[config.mk]
export PLATFORM = sky130hd
export DESIGN_NAME = dual_decide_sar
export DESIGN_NICKNAME = d
export VERILOG_FILES = /design/src/rtl/dds_pkg.sv /design/src/rtl/dds_ctrl.sv /design/src/rtl/dds_datapath.sv /design/src/rtl/dual_decide_sar.sv
export SDC_FILE = /design/constraint.sdc
export NUM_CORES = 1
export LEC_CHECK = 0
export ABC_AREA = 1
export BUFFER_PORTS_ARGS = -buffer_cell sky130_fd_sc_hd__buf_4
export CAP_MARGIN = 20
export CORE_UTILIZATION = 50
export DETAILED_ROUTE_END_ITERATION = 8
export GPL_TIMING_DRIVEN = 0
export HOLD_SLACK_MARGIN = 0.08
export PLACE_DENSITY = 0.88
export SLEW_MARGIN = 20
export SYNTH_ARGS = -nofsm -noshare
export SYNTH_HDL_FRONTEND = slang
export SYNTH_SLANG_ARGS = --single-unit
[constraint.sdc]
create_clock -name clk -period 2.2 [get_ports clk]
set_clock_uncertainty 0.2 [all_clocks]
set_input_delay 0.44 -clock clk [delete_from_list [all_inputs] [get_ports clk]]
set_output_delay 0.44 -clock clk [all_outputs]
set_load 0.02 [all_outputs]
[src/rtl/dds_pkg.sv]
package dds_pkg;
  localparam int PAIR_IDX_W = 4;

  typedef enum logic [1:0] {
    NODE_FLOAT = 2'b00,
    NODE_MIN   = 2'b01,
    NODE_MID   = 2'b10,
    NODE_MAX   = 2'b11
  } nodeLevel_e;

  typedef enum logic [1:0] {
    ST_IDLE,
    ST_SAMPLE,
    ST_MSB,
    ST_PAIR
  } seqState_e;

  typedef struct packed {
    logic                  clearBits;
    logic                  takeMsb;
    logic                  takePair;
    logic                  lastPair;
    logic [PAIR_IDX_W-1:0] pairIdx;
  } ctrlStrobe_t;
endpackage

[src/rtl/dds_ctrl.sv]
module dds_ctrl
  import dds_pkg::*;
#(
  parameter int NUM_PAIRS = 3
) (
  input  logic        clk,
  input  logic        rstN,
  input  logic        start,
  output ctrlStrobe_t strb,
  output logic        busy,
  output logic        rstSwitch,
  output logic        sampleSwitch,
  output logic        dcSwitch
);
  localparam logic [PAIR_IDX_W-1:0] LastIdx = PAIR_IDX_W'(NUM_PAIRS);

  seqState_e stateQ, stateD;
  logic [PAIR_IDX_W-1:0] idxQ, idxD;

  always_comb begin
    stateD = stateQ;
    idxD   = idxQ;
    case (stateQ)
      ST_IDLE:   if (start) stateD = ST_SAMPLE;
      ST_SAMPLE: stateD = ST_MSB;
      ST_MSB: begin
        stateD = ST_PAIR;
        idxD   = PAIR_IDX_W'(1);
      end
      ST_PAIR: begin
        if (idxQ == LastIdx) begin
          stateD = ST_IDLE;
          idxD   = '0;
        end else begin
          idxD = idxQ + PAIR_IDX_W'(1);
        end
      end
      default: begin
        stateD = ST_IDLE;
        idxD   = '0;
      end
    endcase
  end

  always_ff @(posedge clk) begin
    if (!rstN) begin
      stateQ <= ST_IDLE;
      idxQ   <= '0;
    end else begin
      stateQ <= stateD;
      idxQ   <= idxD;
    end
  end

  always_comb begin
    strb.clearBits = (stateQ == ST_SAMPLE);
    strb.takeMsb   = (stateQ == ST_MSB);
    strb.takePair  = (stateQ == ST_PAIR);
    strb.lastPair  = (stateQ == ST_PAIR) && (idxQ == LastIdx);
    strb.pairIdx   = (stateQ == ST_PAIR) ? idxQ : '0;
  end

  assign busy         = (stateQ != ST_IDLE);
  assign rstSwitch    = (stateQ == ST_SAMPLE);
  assign sampleSwitch = (stateQ == ST_SAMPLE);
  assign dcSwitch     = (stateQ == ST_MSB);
endmodule

[src/rtl/dds_datapath.sv]
module dds_datapath
  import dds_pkg::*;
#(
  parameter int NUM_PAIRS = 3,
  localparam int RES_BITS  = 2 * NUM_PAIRS + 1,
  localparam int NUM_NODES = 2 * NUM_PAIRS
) (
  input  logic                   clk,
  input  logic                   rstN,
  input  ctrlStrobe_t            strb,
  input  logic                   voltCmp,
  input  logic                   timeCmp,
  output logic [2*NUM_NODES-1:0] nodeSel,
  output logic [RES_BITS-1:0]    result,
  output logic                   resultValid
);
  logic [RES_BITS-1:0] bitsQ, bitsD;

  function automatic logic [1:0] driveLevel(input logic bitVal);
    return bitVal ? NODE_MAX : NODE_MIN;
  endfunction

  always_comb begin
    bitsD = bitsQ;
    if (strb.clearBits) bitsD = '0;
    if (strb.takeMsb) bitsD[RES_BITS-1] = voltCmp;
    if (strb.takePair) begin
      for (int k = 1; k <= NUM_PAIRS; k++) begin
        if (strb.pairIdx == PAIR_IDX_W'(k)) begin
          bitsD[RES_BITS-2*k]   = voltCmp;
          bitsD[RES_BITS-2*k-1] = timeCmp;
        end
      end
    end
  end

  always_ff @(posedge clk) begin
    if (!rstN) begin
      bitsQ       <= '0;
      result      <= '0;
      resultValid <= 1'b0;
    end else begin
      bitsQ       <= bitsD;
      resultValid <= strb.lastPair;
      if (strb.lastPair) result <= bitsD;
    end
  end

  // node A: driven by the first decision during the first paired step
  assign nodeSel[1:0] = !strb.takePair ? NODE_MID :
                        (strb.pairIdx == PAIR_IDX_W'(1)) ? driveLevel(bitsQ[RES_BITS-1]) :
                        NODE_FLOAT;

  // node pairs: pair g is driven in paired step g+1 and floated afterwards
  for (genvar g = 1; g < NUM_PAIRS; g++) begin : g_pair
    localparam logic [PAIR_IDX_W-1:0] OwnStep = PAIR_IDX_W'(g + 1);
    logic early, active;
    assign early  = !strb.takePair || (strb.pairIdx < OwnStep);
    assign active = (strb.pairIdx == OwnStep);
    assign nodeSel[2*(2*g-1) +: 2] = early  ? NODE_MID :
                                     active ? driveLevel(bitsQ[RES_BITS-2*g]) : NODE_FLOAT;
    assign nodeSel[2*(2*g) +: 2]   = early  ? NODE_MID :
                                     active ? driveLevel(bitsQ[RES_BITS-2*g-1]) : NODE_FLOAT;
  end

  // spare node kept for delay trimming, parked at mid
  assign nodeSel[2*NUM_NODES-1 -: 2] = NODE_MID;
endmodule

[src/rtl/dual_decide_sar.sv]
module dual_decide_sar
  import dds_pkg::*;
#(
  parameter int NUM_PAIRS = 3,
  localparam int RES_BITS  = 2 * NUM_PAIRS + 1,
  localparam int NUM_NODES = 2 * NUM_PAIRS,
  localparam int IDX_W     = $clog2(NUM_PAIRS + 1)
) (
  input  logic                   clk,
  input  logic                   rstN,
  input  logic                   start,
  input  logic                   voltCmp,
  input  logic                   timeCmp,
  output logic                   busy,
  output logic                   rstSwitch,
  output logic                   sampleSwitch,
  output logic                   dcSwitch,
  output logic                   strobeReq,
  output logic [IDX_W-1:0]       strobeIdx,
  output logic [2*NUM_NODES-1:0] nodeSel,
  output logic [RES_BITS-1:0]    result,
  output logic                   resultValid
);
  ctrlStrobe_t strb;

  dds_ctrl #(.NUM_PAIRS(NUM_PAIRS)) u_ctrl (
    .clk         (clk),
    .rstN        (rstN),
    .start       (start),
    .strb        (strb),
    .busy        (busy),
    .rstSwitch   (rstSwitch),
    .sampleSwitch(sampleSwitch),
    .dcSwitch    (dcSwitch)
  );

  dds_datapath #(.NUM_PAIRS(NUM_PAIRS)) u_datapath (
    .clk        (clk),
    .rstN       (rstN),
    .strb       (strb),
    .voltCmp    (voltCmp),
    .timeCmp    (timeCmp),
    .nodeSel    (nodeSel),
    .result     (result),
    .resultValid(resultValid)
  );

  assign strobeReq = strb.takePair;
  assign strobeIdx = strb.pairIdx[IDX_W-1:0];
endmodule

==> flow_summary.ini, run 1 <==
[routing]
wl_um = 2915
viasPerCell = 5.059
first_iter_violations = 52
drc_errors = 0
vias = 1199
ant_nets = 0
wire_per_inst_um = 12.30
firstDrtPassIters = 4

[synth]
seq_area_frac_synth = 0.3457
syn_avg_cell_area_um2 = 7.239
synth-warning-count = 0
syn_area_um2 = 1216
syn_inst = 168
synth_fp_nets = 179
ys_ff_latch = 21
synth_cell_type_count = 27

[pwr]
ir_drop_mv = 0.6668
leakage_uw = 0.0007680
pwr_density_cell_nw_per_um2 = 678.7
power_uw = 1089

[clocking]
h-tree-depth = 1
clk_pin_slew_ns = 0.11
clk_latency_ns = 0.31
clkSinkCount = 21
cts_inserted_buffers = 3
cts_tree = done
clockBufferDepth = 2
ctsRootBufferMaster = clkbuf_4

[timing]
timing.fmax_mhz = 467.2
period_needed_ns = 2.140
fin_crit_sh = 0.9729
rsz0062_at_grt = true
hold_violations = 0
setup_viol = 0
timing.final.ws_setup_ns = 0.05968
slew_violations = 0

[worst_hold_path]
hold_depth = 3
holdCritPathClass = primary input to flop

[grt]
met3_usage = 0.02679
antenna_found_initial = 0
grt_util_all_layers = 0.2371
grt_pass1_vias = 1072
overflow = 0
grt_busiest_layer = met2
grt_util_met1 = 0.2722
use_met2 = 0.4167
grt_max_degree = 13
grt_pass1_wl_um = 4574

[finish]
layout_commonest_cell = buf_4
fin_area_um2 = 1604
post-route-util = 0.7114
antenna_cells = 0
final_cell_mix = buf_4 (44), inv_1 (30), nand2_1 (28), a21oi_1 (19), dfxtp_1 (16)
area_growth_pct = 31.89
layout-drive-gt1-share = 0.3636
nets = 221
stdcell_count = 237

[worst_setup_path]
r2r_cells = 8
crit_required_ns = 1.56
setup.worst_path.end_class = output pin
cp-start-kind = flop
cp_max_fo = 6
critPathArrivalTime_ns = 1.50
critical_path_class = flop to output pin

[die]
rows = 17
core_area_um2 = 2255
design.die.area_um2 = 2634
die_h_um = 51.32
die_w_um = 51.32
ioPinCount = 32
start_util = 0.5394

[outcome]
outcome = finished, final reports clean

[placement]
dpl_worst_slack_ns = 0.1415
hpwl_um = 1994
dp_cells = 225
post_dp_cell_area_um2 = 1469
port_buffers = 29
gp_congestion = 0.8842

[run]
drv_cap = 0
## final cells by class
class	instances	area (um^2)
fillers	197	650.6
multi-input cells	102	618.1
flip-flops and latches	21	429.2
repair buffers	38	289.0
inverters	35	137.6
plain buffers	9	67.56
well taps	28	35.03
clock buffers	3	22.52
clock inverters	1	5.005
## metrics by stage
step	setup TNS (ns)	hold WS [ns]
final	0	0.1873
after global routing	-0.04721	0.1857
after CTS	-0.007111	0.1782
after detailed placement	0	0.2627
after global placement	0	0.2579
after floorplan	0	0.2611
## layer usage
metal | wire, um | share of wire
met1 | 1197 | 0.41
met2 | 1460 | 0.50
met4 | 62 | 0.021
met3 | 195 | 0.067
met5 | 0 | 0
## where the power goes
| part | internal (uW) | switching [uW] |
|---|---|---|
| Sequential | 414 | 35.9 |
| Combinational | 193 | 263 |
| Clock | 68.1 | 115 |
| Total | 674 | 414 |
## registers in the layout (all words and copies together) (netlist names)
register	flops
u_ctrl.idxQ	4
u_datapath.result	7
u_datapath.bitsQ	7
u_datapath.resultValid	1
u_ctrl.stateQ	2
## worst max-delay path, stage by stage, from the launching register on
cell and delay (ns):
dfxtp_2 0.37, ha_4 0.20, inv_1 0.10, nor2_4 0.14
inv_1 0.07, o31ai_1 0.07, inv_1 0.08, buf_4 0.16
## worst paths after layout
check	startpoint	to	slack (ns)
worst min-delay path	rstN	u_ctrl.stateQ[0]	0.19
worst min register to register	u_datapath.result[6]	u_datapath.result[6]	0.28
worst max register to register	u_ctrl.stateQ[0]	u_ctrl.stateQ[0]	0.35
worst max-delay path	u_ctrl.stateQ[1]	nodeSel[9]	0.06
## timing repair
action / in CTS / in global routing
endpoints found under the setup margin: 11 / 11
hold buffers: 0 / 0
gates resized for setup: 8 / 10
hold endpoints to repair: 0 / 0
buffers inserted: 7 / 2
gates cloned: 0 / 0
pin swaps: 1 / 4
## synth_stat cells
cell       n  area, um^2
a21oi_1   19       95.09
buf_4      7       52.55
buf_6      2       22.52
clkbuf_1   1       3.750
clkinv_1   1       3.750
clkinv_2   1       5.000
conb_1     2       7.510
dfxtp_1   21       420.4
ha_1       6       75.07
inv_1     32       120.1
inv_4      1       6.260
nand2_1   30       112.6
nand2_2    2       12.51
nand2_4    2       22.52
nand3_1   10       50.05
nand3_2    3       30.03
nand3_4    1       17.52
nand4_1    5       31.28
nor2_1    11       41.29
nor2_2     1       6.260
nor2_4     2       22.52
o211ai_1   1       7.510
o21bai_1   1       7.510
o22ai_1    2       12.51
o31ai_1    2       15.01
or2_2      1       6.260
xor2_1     1       8.760
## cells by family after synthesis
logic type | synth area share
and+or+nand+nor | 0.2901
other | 0.006175
adders and majority gates | 0.06173
AOI/OAI and AO/OA | 0.1132
buffers and inverters | 0.1759
xor gates and xnor gates | 0.007203
DFF | 0.3457
(Power assumes the default switching activity.)
==> run 2, diff against run 1 <==
CORE_UTILIZATION = 54   (was 50)
CTS_BUF_LIST = sky130_fd_sc_hd__clkbuf_8   (was default)
PLACE_DENSITY = 0.93   (was 0.88)
==> flow_summary.ini, run 2 (synthesis gave the netlist of run 1 again) <==
[grt]
grt_pass1_vias = 1143
antenna_found_initial = 0
grt_util_all_layers = 0.2593
overflow = 0
grt_max_degree = 13
grt_pass1_wl_um = 4802

[worst_setup_path]
cp_cell_sequence = ha_4 > buf_6 > nand2_4 > clkinv_4 > nand3_4 > inv_1 > buf_4 > buf_4
slowest_stage = dfxtp_2
max_stage_delay_ns = 0.34
path_depth = 8
path_buf_inv = 5
critPathArrivalTime_ns = 1.51
r2r-start = u_ctrl.stateQ[0]
crit_required_ns = 1.56
rrSetupSlack_ns = 0.38
startpoint = u_ctrl.stateQ[0]
cp_max_fo = 6
crit_path_end = nodeSel[4]
critPathTopFamily = buffers and inverters
cp-start-kind = flop
crit_top_cell = buf_4
r2r_cells = 8
critical_path_class = flop to output pin
rr_endpoint = u_ctrl.stateQ[0]
setup.worst_path.end_class = output pin

[die]
ioPinCount = 32
start_util = 0.5956
core_area_um2 = 2042
die_w_um = 49.46
design.die.area_um2 = 2446
die_h_um = 49.46
rows = 16

[routing]
wire_per_inst_um = 13.09
wl_um = 3090
first_iter_violations = 51
drc_errors = 0
viasPerCell = 5.203
firstDrtPassIters = 4
ant_nets = 0
vias = 1228

[pwr]
p_int_uw = 731.8
p_sw_frac = 0.3834
clock_power_share = 0.224
pwr_density_cell_nw_per_um2 = 728.6
pwr-share-comb = 0.396
ir_drop_mv = 0.7466
switching_power_uw = 455.1
pwr-share-seq = 0.380
leakage_uw = 0.0007898

[run]
drv_cap = 0

[clocking]
clockBufferDepth = 2
hold_buffers = 0
clk_pin_slew_ns = 0.08
clk_latency_ns = 0.27
cts_inserted_buffers = 3
h-tree-depth = 1
cts_tree = done
ctsRootBufferMaster = clkbuf_8
clkSinkCount = 21

[timing]
period_needed_ns = 2.154
fin_crit_sh = 0.9793
setup_viol = 0
rsz0062_at_grt = true
hold_violations = 0
holdWs_ns = 0.2318
slew_violations = 0
timing.fmax_mhz = 464.2
tns_ns = 0

[finish]
fin_area_um2 = 1629
final_cell_mix = buf_4 (44), inv_1 (30), nand2_1 (28), a21oi_1 (19), dfxtp_1 (17)
layout_commonest_cell = buf_4
antenna_cells = 0
nets = 221
stdcell_count = 236
biggestRegsByFlops = u_datapath.bitsQ: 7 flops, u_datapath.result: 7 flops, u_ctrl.idxQ: 4 flops
area_growth_pct = 33.95
layout-drive-gt1-share = 0.3636

[outcome]
outcome = finished, final reports clean

[placement]
post_dp_cell_area_um2 = 1468
dp_cells = 224
gp_congestion = 0.8556
port_buffers = 29
hpwl_um = 2079

[worst_hold_path]
hold_depth = 3
holdCritPathClass = primary input to flop
[run 2: power by group through the flow]
stage	combinational (uW)	sequential, uW	clock, uW
after global routing	504	452	285
after floorplan	272	441	0
after detailed placement	389	450	0
after global placement	368	448	0
final	470	451	266
after CTS	430	438	264
[run 2: area by class of cell]
type / count / area, um^2
clock buffer: 3 / 41.29
tap: 27 / 33.78
sequential: 21 / 425.4
multi-input combinational: 102 / 629.4
clock inverter: 1 / 5.005
timing repair buffer: 37 / 277.8
fill: 137 / 412.9
buffer: 10 / 78.83
inverter: 35 / 137.6
[run 2: worst min-delay path by stage]
stage	from	endpoint	slack, ns
2_1_floorplan	u_datapath.bitsQ[6]	u_datapath.bitsQ[6]	0.26
3_3_place_gp	u_datapath.result[6]	u_datapath.result[6]	0.26
3_5_place_dp	u_datapath.result[6]	u_datapath.result[6]	0.27
4_1_cts	rstN	u_ctrl.stateQ[0]	0.20
5_1_grt	rstN	u_ctrl.stateQ[0]	0.23
6_report	rstN	u_ctrl.stateQ[0]	0.23
[run 2: through the flow]
step                      worst slack [ns]  power, uW    util
after floorplan                    0.07062      713.6       -
after global placement              0.1860      815.9  0.7188
after detailed placement            0.1546      839.5  0.7188
after CTS                          0.02790       1133  0.7690
after global routing             -0.002413       1240  0.7978
final                              0.04553       1187  0.7978
[run 2: worst reg2reg max path: cells and delay by family (launching register included)]
kind | cells | cell delay (ns)
and+or+nand+nor | 2 | 0.39
adders and majority gates | 1 | 0.16
buffers and inverters | 4 | 0.41
DFF | 1 | 0.34
AOI/OAI and AO/OA | 1 | 0.20
[run 2: layer usage]
layer,global-route usage,part of all wire
met1,0.2743,0.41
met2,0.4886,0.53
met3,0.03395,0.039
met4,0.1429,0.023
met5,0,0
[run 2: what timing repair did]
| item | in CTS | in global routing |
|---|---|---|
| resized for setup | 6 | 11 |
| setup buffers | 5 | 3 |
| pin swaps | 0 | 2 |
| setup endpoints to repair | 10 | 7 |
